**src/rtl/irq_prio_pkg.sv**
```systemverilog
package irq_prio_pkg;

   typedef enum logic [1:0] {
      PH_IDLE   = 2'd0,
      PH_FIRST  = 2'd1,
      PH_GAP    = 2'd2,
      PH_SECOND = 2'd3
   } ack_phase_e;

endpackage

```
**src/rtl/irq_prio_enc.sv**
```systemverilog
// Finds the lowest set index (highest priority) in a bit vector.
module irq_prio_enc #(
   parameter  int WIDTH = 8,
   localparam int IDX_W = (WIDTH > 1) ? $clog2(WIDTH) : 1
) (
   input  logic [WIDTH-1:0] bits_i,
   output logic             any_o,
   output logic [IDX_W-1:0] idx_o
);

   if (WIDTH < 2) begin : g_width_chk
      $error("irq_prio_enc: WIDTH must be at least 2");
   end

   always_comb begin
      any_o = |bits_i;
      idx_o = '0;
      for (int i = WIDTH - 1; i >= 0; i--) begin
         if (bits_i[i]) idx_o = IDX_W'(i);
      end
   end

endmodule

```
**src/rtl/irq_trig_latch.sv**
```systemverilog
// Per-line request capture: edge lines arm on a rising edge, level lines follow the pin.
module irq_trig_latch #(
   parameter int NUM_LINES = 8
) (
   input  logic                 clk,
   input  logic                 rst_n,
   input  logic [NUM_LINES-1:0] req_i,
   input  logic [NUM_LINES-1:0] trig_i,
   input  logic [NUM_LINES-1:0] take_i,
   output logic [NUM_LINES-1:0] irr_o
);

   for (genvar g = 0; g < NUM_LINES; g++) begin : g_line
      logic req_d;
      logic armed;

      always_ff @(posedge clk or negedge rst_n) begin
         if (!rst_n) begin
            req_d <= 1'b0;
            armed <= 1'b0;
         end else begin
            req_d <= req_i[g];
            if (take_i[g] || !req_i[g]) armed <= 1'b0;
            else if (!req_d)            armed <= 1'b1;
         end
      end

      assign irr_o[g] = trig_i[g] ? req_i[g] : (armed & req_i[g]);

      // Edge line taken into service must not request again while held high.
      assert_edge_once_R2: assert property (@(posedge clk) disable iff (!rst_n)
         (take_i[g] && !trig_i[g]) |=> (!irr_o[g] || trig_i[g]))
         else $error("edge line %0d re-requested after acknowledge", g);
   end

endmodule

```
**src/rtl/irq_ack_seq.sv**
```systemverilog
// Tracks the two-pulse acknowledge sequence and latches the granted level.
module irq_ack_seq
   import irq_prio_pkg::*;
#(
   parameter int LVL_W = 3
) (
   input  logic             clk,
   input  logic             rst_n,
   input  logic             ack_n_i,
   input  logic             win_valid_i,
   input  logic [LVL_W-1:0] win_idx_i,
   output logic             take_o,
   output logic             grant_o,
   output logic             idle_o,
   output logic             end_o,
   output logic             vec_oe_o,
   output logic [LVL_W-1:0] lvl_o
);

   ack_phase_e phase_q;
   logic       ack_q;
   logic       fall, rise;

   assign fall = ack_q & ~ack_n_i;
   assign rise = ~ack_q & ack_n_i;

   always_ff @(posedge clk or negedge rst_n) begin
      if (!rst_n) begin
         ack_q   <= 1'b1;
         phase_q <= PH_IDLE;
         lvl_o   <= '0;
      end else begin
         ack_q <= ack_n_i;
         unique case (phase_q)
            PH_IDLE: if (fall) begin
               phase_q <= PH_FIRST;
               lvl_o   <= win_valid_i ? win_idx_i : '1;
            end
            PH_FIRST:  if (rise) phase_q <= PH_GAP;
            PH_GAP:    if (fall) phase_q <= PH_SECOND;
            PH_SECOND: if (rise) phase_q <= PH_IDLE;
            default:   phase_q <= PH_IDLE;
         endcase
      end
   end

   assign idle_o   = (phase_q == PH_IDLE);
   assign take_o   = idle_o & fall;
   assign grant_o  = take_o & win_valid_i;
   assign end_o    = (phase_q == PH_SECOND) & rise;
   assign vec_oe_o = ~ack_n_i & ((phase_q == PH_GAP) | (phase_q == PH_SECOND));

   // The level latched at the first falling edge stays put until the sequence ends.
   assert_lvl_hold_R7: assert property (@(posedge clk) disable iff (!rst_n)
      (!idle_o && !end_o) |=> $stable(lvl_o))
      else $error("vector level changed inside an acknowledge sequence");

endmodule

```
**src/rtl/irq_prio_ctl.sv**
```systemverilog
module irq_prio_ctl #(
   parameter  int NUM_LINES = 8,
   parameter  int BASE_W    = 5,
   localparam int LVL_W     = $clog2(NUM_LINES),
   localparam int VEC_W     = BASE_W + LVL_W
) (
   input  logic                 clk,
   input  logic                 rst_n,
   input  logic [NUM_LINES-1:0] irq_i,
   input  logic                 ack_n_i,
   input  logic                 cfg_we_i,
   input  logic [NUM_LINES-1:0] cfg_mask_i,
   input  logic [NUM_LINES-1:0] cfg_trig_i,
   input  logic                 cfg_aeoi_i,
   input  logic                 cfg_smm_i,
   input  logic [BASE_W-1:0]    cfg_base_i,
   input  logic                 eoi_valid_i,
   input  logic                 eoi_specific_i,
   input  logic [LVL_W-1:0]     eoi_level_i,
   output logic                 int_o,
   output logic [VEC_W-1:0]     vec_o,
   output logic                 vec_oe_o
);

   if ((NUM_LINES < 2) || (NUM_LINES != (1 << LVL_W))) begin : g_lines_chk
      $error("irq_prio_ctl: NUM_LINES must be a power of two >= 2");
   end
   if (BASE_W < 1) begin : g_base_chk
      $error("irq_prio_ctl: BASE_W must be positive");
   end

   // configuration
   logic [NUM_LINES-1:0] mask_q, trig_q;
   logic                 aeoi_q, smm_q;
   logic [BASE_W-1:0]    base_q;

   always_ff @(posedge clk or negedge rst_n) begin
      if (!rst_n) begin
         mask_q <= '1;
         trig_q <= '0;
         aeoi_q <= 1'b0;
         smm_q  <= 1'b0;
         base_q <= '0;
      end else if (cfg_we_i) begin
         mask_q <= cfg_mask_i;
         trig_q <= cfg_trig_i;
         aeoi_q <= cfg_aeoi_i;
         smm_q  <= cfg_smm_i;
         base_q <= cfg_base_i;
      end
   end

   // request and in-service state
   logic [NUM_LINES-1:0] irr, isr_q, pend, blk;
   logic [NUM_LINES-1:0] isr_set, isr_clr, take_vec;
   logic                 hp_valid, bs_valid, fwd;
   logic [LVL_W-1:0]     hp_idx, bs_idx, lvl;
   logic                 take, grant, idle, seq_end;

   assign take_vec = grant ? (NUM_LINES'(1) << hp_idx) : '0;

   irq_trig_latch #(.NUM_LINES(NUM_LINES)) u_latch (
      .clk    (clk),
      .rst_n  (rst_n),
      .req_i  (irq_i),
      .trig_i (trig_q),
      .take_i (take_vec),
      .irr_o  (irr)
   );

   assign pend = irr & ~mask_q;
   assign blk  = smm_q ? (isr_q & ~mask_q) : isr_q;

   irq_prio_enc #(.WIDTH(NUM_LINES)) u_enc_req (
      .bits_i (pend),
      .any_o  (hp_valid),
      .idx_o  (hp_idx)
   );

   irq_prio_enc #(.WIDTH(NUM_LINES)) u_enc_svc (
      .bits_i (blk),
      .any_o  (bs_valid),
      .idx_o  (bs_idx)
   );

   assign fwd = hp_valid && (!bs_valid || (hp_idx < bs_idx));

   irq_ack_seq #(.LVL_W(LVL_W)) u_ack (
      .clk         (clk),
      .rst_n       (rst_n),
      .ack_n_i     (ack_n_i),
      .win_valid_i (fwd),
      .win_idx_i   (hp_idx),
      .take_o      (take),
      .grant_o     (grant),
      .idle_o      (idle),
      .end_o       (seq_end),
      .vec_oe_o    (vec_oe_o),
      .lvl_o       (lvl)
   );

   always_comb begin
      isr_clr = '0;
      if (eoi_valid_i) begin
         if (eoi_specific_i) isr_clr = NUM_LINES'(1) << eoi_level_i;
         else if (bs_valid)  isr_clr = NUM_LINES'(1) << bs_idx;
      end
      if (seq_end && aeoi_q && bs_valid) isr_clr = isr_clr | (NUM_LINES'(1) << bs_idx);
   end

   assign isr_set = take_vec;

   always_ff @(posedge clk or negedge rst_n) begin
      if (!rst_n) isr_q <= '0;
      else        isr_q <= (isr_q & ~isr_clr) | isr_set;
   end

   assign int_o = fwd & idle;
   assign vec_o = vec_oe_o ? {base_q, lvl} : '0;

   // ---------------- assertions ----------------
   logic [NUM_LINES-1:0] at_or_above;
   always_comb begin
      for (int i = 0; i < NUM_LINES; i++) at_or_above[i] = (LVL_W'(i) <= hp_idx);
   end

   assert_outrank_R4: assert property (@(posedge clk) disable iff (!rst_n)
      (int_o && !smm_q) |-> ((isr_q & at_or_above) == '0))
      else $error("interrupt raised without outranking in-service levels");

   assert_grant_svc_R6: assert property (@(posedge clk) disable iff (!rst_n)
      grant |=> isr_q[$past(hp_idx)])
      else $error("granted level not in service");

   assert_int_drop_R6: assert property (@(posedge clk) disable iff (!rst_n)
      take |=> !int_o)
      else $error("interrupt output still high after first acknowledge");

   assert_default_noset_R8: assert property (@(posedge clk) disable iff (!rst_n)
      (take && !fwd) |=> ((isr_q & ~$past(isr_q)) == '0))
      else $error("default vector set an in-service bit");

   assert_ns_clear_R9: assert property (@(posedge clk) disable iff (!rst_n)
      (eoi_valid_i && !eoi_specific_i && bs_valid && !grant) |=> !isr_q[$past(bs_idx)])
      else $error("non-specific command left its level in service");

   assert_spec_clear_R10: assert property (@(posedge clk) disable iff (!rst_n)
      (eoi_valid_i && eoi_specific_i && !grant) |=> !isr_q[$past(eoi_level_i)])
      else $error("specific command left its level in service");

   assert_mask_block_R5: assert property (@(posedge clk) disable iff (!rst_n)
      int_o |-> !mask_q[hp_idx])
      else $error("masked line forwarded");

   assert_auto_clear_R12: assert property (@(posedge clk) disable iff (!rst_n)
      (seq_end && aeoi_q && bs_valid && !grant) |=> !isr_q[$past(bs_idx)])
      else $error("automatic retirement missed");

endmodule

```
**config.mk**
```make
export PLATFORM = sky130hd
export DESIGN_NAME = irq_prio_ctl
export DESIGN_NICKNAME = d
export VERILOG_FILES = /design/src/rtl/irq_prio_pkg.sv /design/src/rtl/irq_prio_enc.sv /design/src/rtl/irq_trig_latch.sv /design/src/rtl/irq_ack_seq.sv /design/src/rtl/irq_prio_ctl.sv
export SDC_FILE = /design/constraint.sdc
export NUM_CORES = 1
export LEC_CHECK = 0
export CAP_MARGIN = 20
export CORE_ASPECT_RATIO = 0.9
export CORE_MARGIN = 5
export CORE_UTILIZATION = 57
export DETAILED_ROUTE_END_ITERATION = 12
export PLACE_DENSITY = 0.85
export SLEW_MARGIN = 20
export SYNTH_ARGS = -nofsm -noshare
export SYNTH_HDL_FRONTEND = slang
export SYNTH_SLANG_ARGS = --single-unit
```
**constraint.sdc**
```tcl
create_clock -name clk -period 3.84 [get_ports clk]
set_input_delay 0.576 -clock clk [delete_from_list [all_inputs] [get_ports clk]]
set_output_delay 0.576 -clock clk [all_outputs]
set_load 0.01 [all_outputs]
```
# After elaboration in Yosys (flattened, before gate mapping)
# Index checks and enable logic that the tools add are counted.
totals:
  regBits: 53
  latch_bits: 0
  ram_bits: 0
  romBits: 0
  elab_cells: 148
  n_memories: 0
op_classes:
  n_addsub: 0
  mul: 0
  n_div: 0
  magnitude_cmp: 1
  eq_ne: 15
  n_shift: 3
  n_mux: 53
  bitwise_logic: 25
  n_reduce_logical: 26
ops:
  columns: ["cell", "n"]
  rows:
  - ["$mux 8", 7]
  - ["$mux 3", 17]
  - ["$and 8x8->8", 3]
  - ["$mux 1", 24]
  - ["$shl 1x3->8 const A", 3]
  - ["$ne 2x2->1 const B", 8]
  - ["$not 8->8", 2]
  - ["$or 8x8->8", 2]
  - ["$reduce_or 8->1", 2]
  - ["$and 1x1->1", 15]
  - ["$logic_not 1->1", 9]
  - ["$logic_or 1x1->1", 9]
  - ["$mux 2", 4]
  - ["$ne 2x1->1 const B", 4]
  - ["$pmux 2 s4", 1]
  - ["$eq 2x2->1 const B", 2]
  - ["$reduce_and 4->1", 1]
  - ["$logic_and 1x1->1", 3]
  - ["$lt 3x3->1", 1]
  - ["$eq 2x1->1 const B", 1]
  - ["$logic_not 2->1", 1]
  - ["$not 1->1", 2]
  - ["$reduce_and 2->1", 1]
  - ["$or 1x1->1", 1]

# Depth between registers and ports, before layout
# Gate-level depths: netlist of run 1.
depth:
  word_depth: 20
  mapped_depth: 10

# By module
# A second synthesis of run 1 with hierarchy kept.
unflattened:
  cells_unflattened: 252
  area_unflattened_um2: 2772.7
by_module_without_submodules:
  columns: ["mod", "n_inst", "cells_per_inst", "area_per_inst_um2"]
  rows:
  - ["irq_prio_ctl", 1, 141, 1621.6]
  - ["irq_trig_latch", 1, 40, 610.6]
  - ["irq_ack_seq", 1, 45, 377.9]
  - ["irq_prio_enc", 2, 13, 81.3]

# Worst setup path after synthesis of run 1
# OpenSTA, ideal clock, no wires.
synth_timing:
  path_type: "input to output"
  from: "in irq_i[1]"
  to: "out int_o"
  arrival_time_ns: 2.263
  path_slack_ns: 1.001
  path_stages: 7
  cell_sequence: "nor3b_1 nor4_2 nor2b_1 ha_1 o41ai_1 a211o_4 and3_1"
synth_via:
  elab_chain_len: 9
synth_rtl:
  columns: ["element", "line_no", "text"]
  rows:
  - ["start: declaration", "irq_prio_ctl.sv:9", "input logic [NUM_LINES-1:0] irq_i,"]
  - ["$and 1x1->1", "irq_trig_latch.sv:28", "assign irr_o[g] = trig_i[g] ? req_i[g] : (armed & req_i[g]);"]
  - ["$mux 1 *", "irq_trig_latch.sv:28", null]
  - ["$and 8x8->8 *", "irq_prio_ctl.sv:71", "assign pend = irr & ~mask_q;"]
  - ["$mux 3 (2 in series)", "irq_prio_enc.sv:19", "if (bits_i[i]) idx_o = IDX_W'(i);"]
  - ["$lt 3x3->1", "irq_prio_ctl.sv:86", "assign fwd = hp_valid && (!bs_valid || (hp_idx < bs_idx));"]
  - ["$logic_or 1x1->1", "irq_prio_ctl.sv:86", null]
  - ["$logic_and 1x1->1 *", "irq_prio_ctl.sv:86", null]
  - ["$and 1x1->1 *", "irq_prio_ctl.sv:118", "assign int_o = fwd & idle;"]
  - ["end: declaration", "irq_prio_ctl.sv:20", "output logic int_o,"]
# Every way passes the cells marked *; elsewhere a longest branch is shown, timed or not.

# Worst setup path after layout of run 1
layout_timing:
  from: "in irq_i[3]"
  to: "out int_o"
layout_via:
  elab_chain_len: 11
layout_rtl:
  columns: ["element", "line_no"]
  rows:
  - ["$and 1x1->1", "irq_trig_latch.sv:28"]
  - ["$mux 1 *", "irq_trig_latch.sv:28"]
  - ["$and 8x8->8 *", "irq_prio_ctl.sv:71"]
  - ["$mux 3 (4 in series)", "irq_prio_enc.sv:19"]
  - ["$lt 3x3->1", "irq_prio_ctl.sv:86"]
  - ["$logic_or 1x1->1", "irq_prio_ctl.sv:86"]
  - ["$logic_and 1x1->1 *", "irq_prio_ctl.sv:86"]
  - ["$and 1x1->1 *", "irq_prio_ctl.sv:118"]
# Marks and branches as above.

==> results of run 1 <==
[synth_stat cells (all sizes together), types with 2 or more instances]
master  count
a21bo       2
a21boi      3
a21o        2
a21oi      10
a311oi      2
a31o        5
a31oi       5
a41oi       3
and2        9
and3        5
buf         2
clkbuf      4
dfrtp      44
dfstp       9
ha          5
inv        15
mux2       21
nand2      23
nand2b      9
nand3       3
nor2       20
nor2b       5
nor3b       4
nor4b       2
o211a       2
o211ai      4
o21ai      18
o21bai      2
o221a       3
o221ai      3
o311a       2
o31ai       2
o32ai       3
o41ai       2
or2         4
or3         2
[flip-flops by register name, summed over array words and instances, names as in the netlist]
name,flops
aeoi_q,1
base_q,5
isr_q,8
mask_q,8
smm_q,1
trig_q,8
u_ack.ack_q,1
u_ack.lvl_o,3
u_ack.phase_q,2
u_latch.g_line.armed,8
u_latch.g_line.req_d,8
[worst paths after layout]
kind / startpoint / endpoint / slack [ns] / cells past startpoint
min reg2reg: base_q[3] / base_q[3] / 0.51 / 1
max reg2reg: smm_q / u_latch.g_line[5].armed / 1.03 / 11
max in group asynchronous: rst_n / u_latch.g_line[2].req_d / 3.03 / 2
min: rst_n / base_q[3] / 0.38 / 2
max: irq_i[3] / int_o / 0.16 / 9
min in group clk: base_q[3] / base_q[3] / 0.51 / 1
[cell type report]
cell class	count	area, µm²
clock buffers	6	72.57
clock inverters	2	13.76
fillers	373	1286
inverters	15	56.30
multi-input cells	201	1499
flip-flops and latches	53	1338
well taps	65	81.33
repair buffers	58	548.0
[per-layer routing]
metal / global-route usage (%) / wire (µm) / vias up
li1: - / - / 1150
met1: 30.59 / 2959 / 1160
met2: 32.45 / 3094 / 85
met3: 5.085 / 477 / 12
met4: 5.380 / 101 / 0
met5: 0 / 0 / -
[where the power goes]
part / internal, mW / switching, mW / leakage (nW) / total (mW)
clock network: 0.130 / 0.180 / 0.0456 / 0.310
logic: 0.505 / 0.626 / 0.834 / 1.13
registers: 0.658 / 0.0904 / 0.629 / 0.749
total: 1.29 / 0.896 / 1.51 / 2.19
[cell families after synthesis]
| logic type | count (synthesis) | share of synthesized area (%) |
|---|---|---|
| adder cells (fa/ha/maj) | 5 | 2.139 |
| flip-flops | 53 | 45.74 |
| buffers and inverters | 21 | 3.081 |
| AO/OA/AOI/OAI | 84 | 23.75 |
| AND/OR/NAND/NOR | 91 | 17.20 |
| multiplexers | 21 | 8.087 |
[metrics by stage]
step                      util (%)  cells  power [mW]
after floorplan                  -    275       1.546
after global placement       72.01    392       1.847
after detailed placement     72.01    392       1.868
after CTS                    73.77    400       2.189
after global routing         73.72    400       2.346
final                        73.72    400       2.190
==> summary.md, run 1 <==
| Metric | Value |
|---|---|
| Outcome | finished clean |
| Starting Density | 59.74% |
| Worst hold path class | input pin to asynchronous set/reset pin |
| Commonest non-fill, non-tap cell in the layout | clkdlybuf4s50_1 |
| Syn-to-layout area delta | 23.41% |
| TritonRoute pass-1 iters | 4 |
| # hold bufs at CTS | 0 |
| Worst VDD drop | 391.7 µV |
| Post-synthesis sequential area ratio | 45.74% |
| Slew HR | 57.19% |
| Primary FF master, synth | dfrtp_1 |
| Critical path class | input pin to primary output |
| Largest net degree at the start of global routing | 54 |
| Final Cell Area | 3608 µm² |
| RSZ-0062 raised after global routing | no |
| CP Launch Type | input pin |
| Max Clk Rate | 0.2720 GHz |
| Final setup viols | 0 |
| Number of CTS-inserted buffers | 5 |
| # port buffers | 49 |
| Final Hold Viols | 0 |
| Max stage delay cell, worst path | clkdlybuf4s50_1 |
| Htree depth | 2 |
| Chip width | 85.50 µm |
| DR WL/cell | 16.58 µm |
| Power density cells | 606.9 nW/µm² |
| Tcrit/Tclk final | 95.75% |
| Post-CTS resize count | 0 |
| Crit end category | primary output |
| Drt total wl | 6633 µm |
| Worst skew pair latency | 0.30 ns |
| Worst slack at placement | 0.2017 ns |
| Hold_ws | 0.3760 ns |
| Synth top area share | 37.66% |
| Actual slew at the worst max-slew pin | 0.6422 ns |
| Worst path max stage delay | 0.49 ns |
| Die area | 6664 µm² |
| Clk slew on worst S/H paths | 0.09 ns |
| CP Max Fanout | 3 |
| Root buffer cell | clkbuf_8 |
| Final net count | 379 |
| Yosys warnings | 0 |
| Count of pins over their slew limit | 0 |
| Final Skew | 0.009545 ns |
| Clock Tree Buf Depth | 2 |
| CP delay by family, top | buffers and inverters |
| Ys async rst share | 100.0% |
| Antenna-violating nets left | 0 |
| Share of layout cells above drive strength 1 | 21.19% |
| Mapped Area | 2924 µm² |
| Dpl hpwl | 5022 µm |
| Synth area leaders | dfrtp_1 38%, dfstp_2 8.1%, mux2_2 8.1% |
| FP Rows | 24 |
| Min Tclk post-route | 3.677 ns |
| Io pins | 50 |
| Commonest non-fill, non-tap cells in the layout | 47 x clkdlybuf4s50_1, 44 x dfrtp_1, 23 x nand2_1 |
| Die Ht | 77.95 µm |
| CTS sink count | 53 |
| Initial antenna violation count | 0 |
| Syn avg cell area | 10.63 µm² |
| CORE AREA | 4895 µm² |
| Post-Syn Nets | 320 |
| Leak | 1.508 nW |
| All-Layer GR Usage | 21.26% |
| Arrival @ worst endpoint | 3.10 ns |
| DRC | 0 |
| Post-CTS Setup Inserts | 0 |
| Grt ovf | 0 |
| Flop and latch count out of synthesis | 53 |
| Max_cap viols | 0 |
| CTS tree | yes |
| Distinct cell type count after synthesis | 67 |
| First-pass GRT wire length | 11390 µm |
| Vias | 2407 |
| DR iter-0 viols | 178 |
| Setup TNS | 0 ns |
| Critical-path cell list | clkdlybuf4s50_1 -> nor3b_1 -> nor4_2 -> nor2b_2 -> ha_1 -> o41ai_1 -> a211o_4 -> and3_1 -> clkdlybuf4s50_1 |
| Final setup margin | 0.1633 ns |
| Routability-driven placement congestion ratio | 0.9022 |
| N_diodes | 0 |
| Via density | 6.018 |
| Vias in the first global route | 2365 |
| Area leader, netlist | dfrtp_1 |
| Required time worst endpoint | 3.26 ns |
| Number of synthesized flops with an enable pin | 0 |
| Crit path top cell by count | clkdlybuf4s50_1 |
| CP bufs+invs | 2 |
| Synth Instances | 275 |
| Dpl cell area | 3525 µm² |
No activity file was read; power rests on OpenSTA's default activity.
==> run 2, diff against run 1 <==
--- a/config.mk
+++ b/config.mk
@@ -10,6 +10,7 @@
 export CORE_MARGIN = 5
 export CORE_UTILIZATION = 57
 export DETAILED_ROUTE_END_ITERATION = 12
+export MAX_ROUTING_LAYER = met4
 export PLACE_DENSITY = 0.85
 export SLEW_MARGIN = 20
 export SYNTH_ARGS = -nofsm -noshare
==> run 2 against run 1 <==
Net effect:
- total power rose by 1.8%
- flip-flop and latch count did not move
- combinational power about the same
- non-clock buffer count stayed put
- via count grew 0.25%
- final area grew 0.28%
- worst hold slack got worse by 0.018 ns
==> summary.md, run 2 (synthesized netlist as in run 1, its figures left out) <==
| Metric | Value |
|---|---|
| Routability-driven placement congestion ratio | 0.8894 (-1.4%) |
| Outcome | finished clean |
| Final Cell Area | 3618 µm² (+0.28%) |
| Worst VDD drop | 307.7 µV (-21%) |
| DR WL/cell | 17.07 µm (+2.9%) |
| Number of CTS-inserted buffers | 5 (unchanged) |
| Share of layout cells above drive strength 1 | 21.19% (unchanged) |
| Clk slew on worst S/H paths | 0.10 ns (about the same) |
| DR iter-0 viols | 156 (-12%) |
| Chip width | 85.50 µm (unchanged) |
| CP Launch Type | flip-flop |
| Final core occ | 73.93% (+0.20 points) |
| Final Hold Viols | 0 (unchanged) |
| CTS tree | yes |
| Power density cells | 616.0 nW/µm² (+1.5%) |
| FP Rows | 24 (unchanged) |
| Tcrit/Tclk final | 95.58% (-0.17 points) |
| Max_cap viols | 0 (unchanged) |
| Clock Tree Buf Depth | 2 (unchanged) |
| Die Ht | 77.95 µm (unchanged) |
| Die area | 6664 µm² (unchanged) |
| Vias | 2413 (+0.25%) |
| Post-CTS Setup Inserts | 0 (unchanged) |
| Root buffer cell | clkbuf_8 |
| Setup TNS | 0 ns (unchanged) |
| Final Skew | 0.01014 ns (+0.0005915 ns) |
| Dpl hpwl | 5116 µm (+1.9%) |
| Initial antenna violation count | 0 (unchanged) |
| Slew HR | 55.40% (-1.8 points) |
| Leak | 1.510 nW (about the same) |
| # port buffers | 49 (unchanged) |
| Crit end category | primary output |
| Commonest non-fill, non-tap cell in the layout | clkdlybuf4s50_1 |
| First-pass GRT wire length | 11070 µm (-2.8%) |
| Grt ovf | 0 (unchanged) |
| All-Layer GR Usage | 21.77% (+0.51 points) |
| Max Clk Rate | 0.2725 GHz (+0.18%) |
| DRC | 0 (unchanged) |
| Final net count | 379 (unchanged) |
| N_diodes | 0 (unchanged) |
| Worst slack at placement | 0.1877 ns (-0.01403 ns) |
| Final Power | 2.229 mW (+1.8%) |
| Arrival @ worst endpoint | 3.09 ns (about the same) |
| Critical path class | flip-flop to primary output |
| Min Tclk post-route | 3.670 ns (-0.006511 ns) |
| CP bufs+invs | 1 (-1) |
| CORE AREA | 4895 µm² (unchanged) |
| Worst hold path class | input pin to asynchronous set/reset pin |
| Syn-to-layout area delta | 23.75% |
| Required time worst endpoint | 3.26 ns (about the same) |
| Max stage delay cell, worst path | dfrtp_1 |
| Worst skew pair latency | 0.32 ns (+0.02 ns) |
| Htree depth | 2 (unchanged) |
| Post-CTS resize count | 0 (unchanged) |
| Hold_ws | 0.3581 ns (-0.01790 ns) |
| CP delay by family, top | compound AO/OA/AOI/OAI gates |
| Final setup viols | 0 (unchanged) |
| Count of pins over their slew limit | 0 (unchanged) |
| Commonest non-fill, non-tap cells in the layout | 47 x clkdlybuf4s50_1, 44 x dfrtp_1, 23 x nand2_1 |
| Drt total wl | 6828 µm (+2.9%) |
| Placed Instances | 392 (unchanged) |
| # hold bufs at CTS | 0 (unchanged) |
| CTS sink count | 53 (unchanged) |
| Via density | 6.033 (+0.25%) |
| Vias in the first global route | 2216 (-6.3%) |
| Actual slew at the worst max-slew pin | 0.6690 ns (+0.02682 ns) |
| Dpl cell area | 3525 µm² (unchanged) |
| Final Non-Filler Cells | 400 (unchanged) |
| TritonRoute pass-1 iters | 4 (unchanged) |
| Largest net degree at the start of global routing | 54 (unchanged) |
| CP Max Fanout | 15 (+12) |
| Io pins | 50 (unchanged) |
| Antenna-violating nets left | 0 (unchanged) |
| Critical-path cell list | nand2_1 -> a21o_1 -> nor2_1 -> o21ai_1 -> ha_1 -> o41ai_1 -> a211o_4 -> and3_1 -> clkdlybuf4s50_1 |
| RSZ-0062 raised after global routing | no |
| Starting Density | 59.74% (unchanged) |
| Worst path max stage delay | 0.69 ns (+0.20 ns) |
| Final setup margin | 0.1698 ns (+0.006511 ns) |
==> run 2: changes by cell type in the layout (fill, tap and decap cells not counted) <==
cell | before | now
clkinvlp_4 | 0 | 1
clkbuf_1 | 1 | 0
clkbuf_8 | 5 | 6
nor2b_2 | 2 | 1
nor2b_1 | 3 | 4
clkinv_2 | 1 | 0
==> run 2: path summary, 6_finish.rpt <==
kind	startpoint	endpoint	cells after the start	slack, ns
hold / removal	rst_n	base_q[3]	2	0.36
max in group asynchronous	rst_n	smm_q	2	3.03
min in group clk	base_q[0]	base_q[0]	1	0.51
hold reg to reg	base_q[0]	base_q[0]	1	0.51
setup reg to reg	smm_q	u_latch.g_line[1].armed	11	1.03
setup / recovery	smm_q	int_o	9	0.17
==> run 2: layout make-up <==
cell class	count	area, µm²
Inverter	15	56.30
Tap cell	65	81.33
Multi-Input combinational cell	201	1496
Clock buffer	6	82.58
Fill cell	361	1276
Sequential cell	53	1338
Timing Repair Buffer	58	548.0
Clock inverter	2	16.27
==> run 2: report_power, final <==
part	leakage (nW)	total [mW]	switching, mW	internal (mW)
Sequential	0.629	0.745	0.0870	0.658
Combinational	0.833	1.14	0.636	0.504
Clock	0.0478	0.343	0.195	0.149
==> run 2: layer usage <==
layer / vias up / global-route usage, % / share of wire (%) / routed length [µm]
li1: 1141 / - / - / -
met1: 1191 / 29.62 / 45 / 3090
met2: 72 / 32.38 / 47 / 3233
met3: 9 / 5.297 / 6.0 / 408
met4: 0 / 6.487 / 1.4 / 95
met5: - / - / 0 / 0
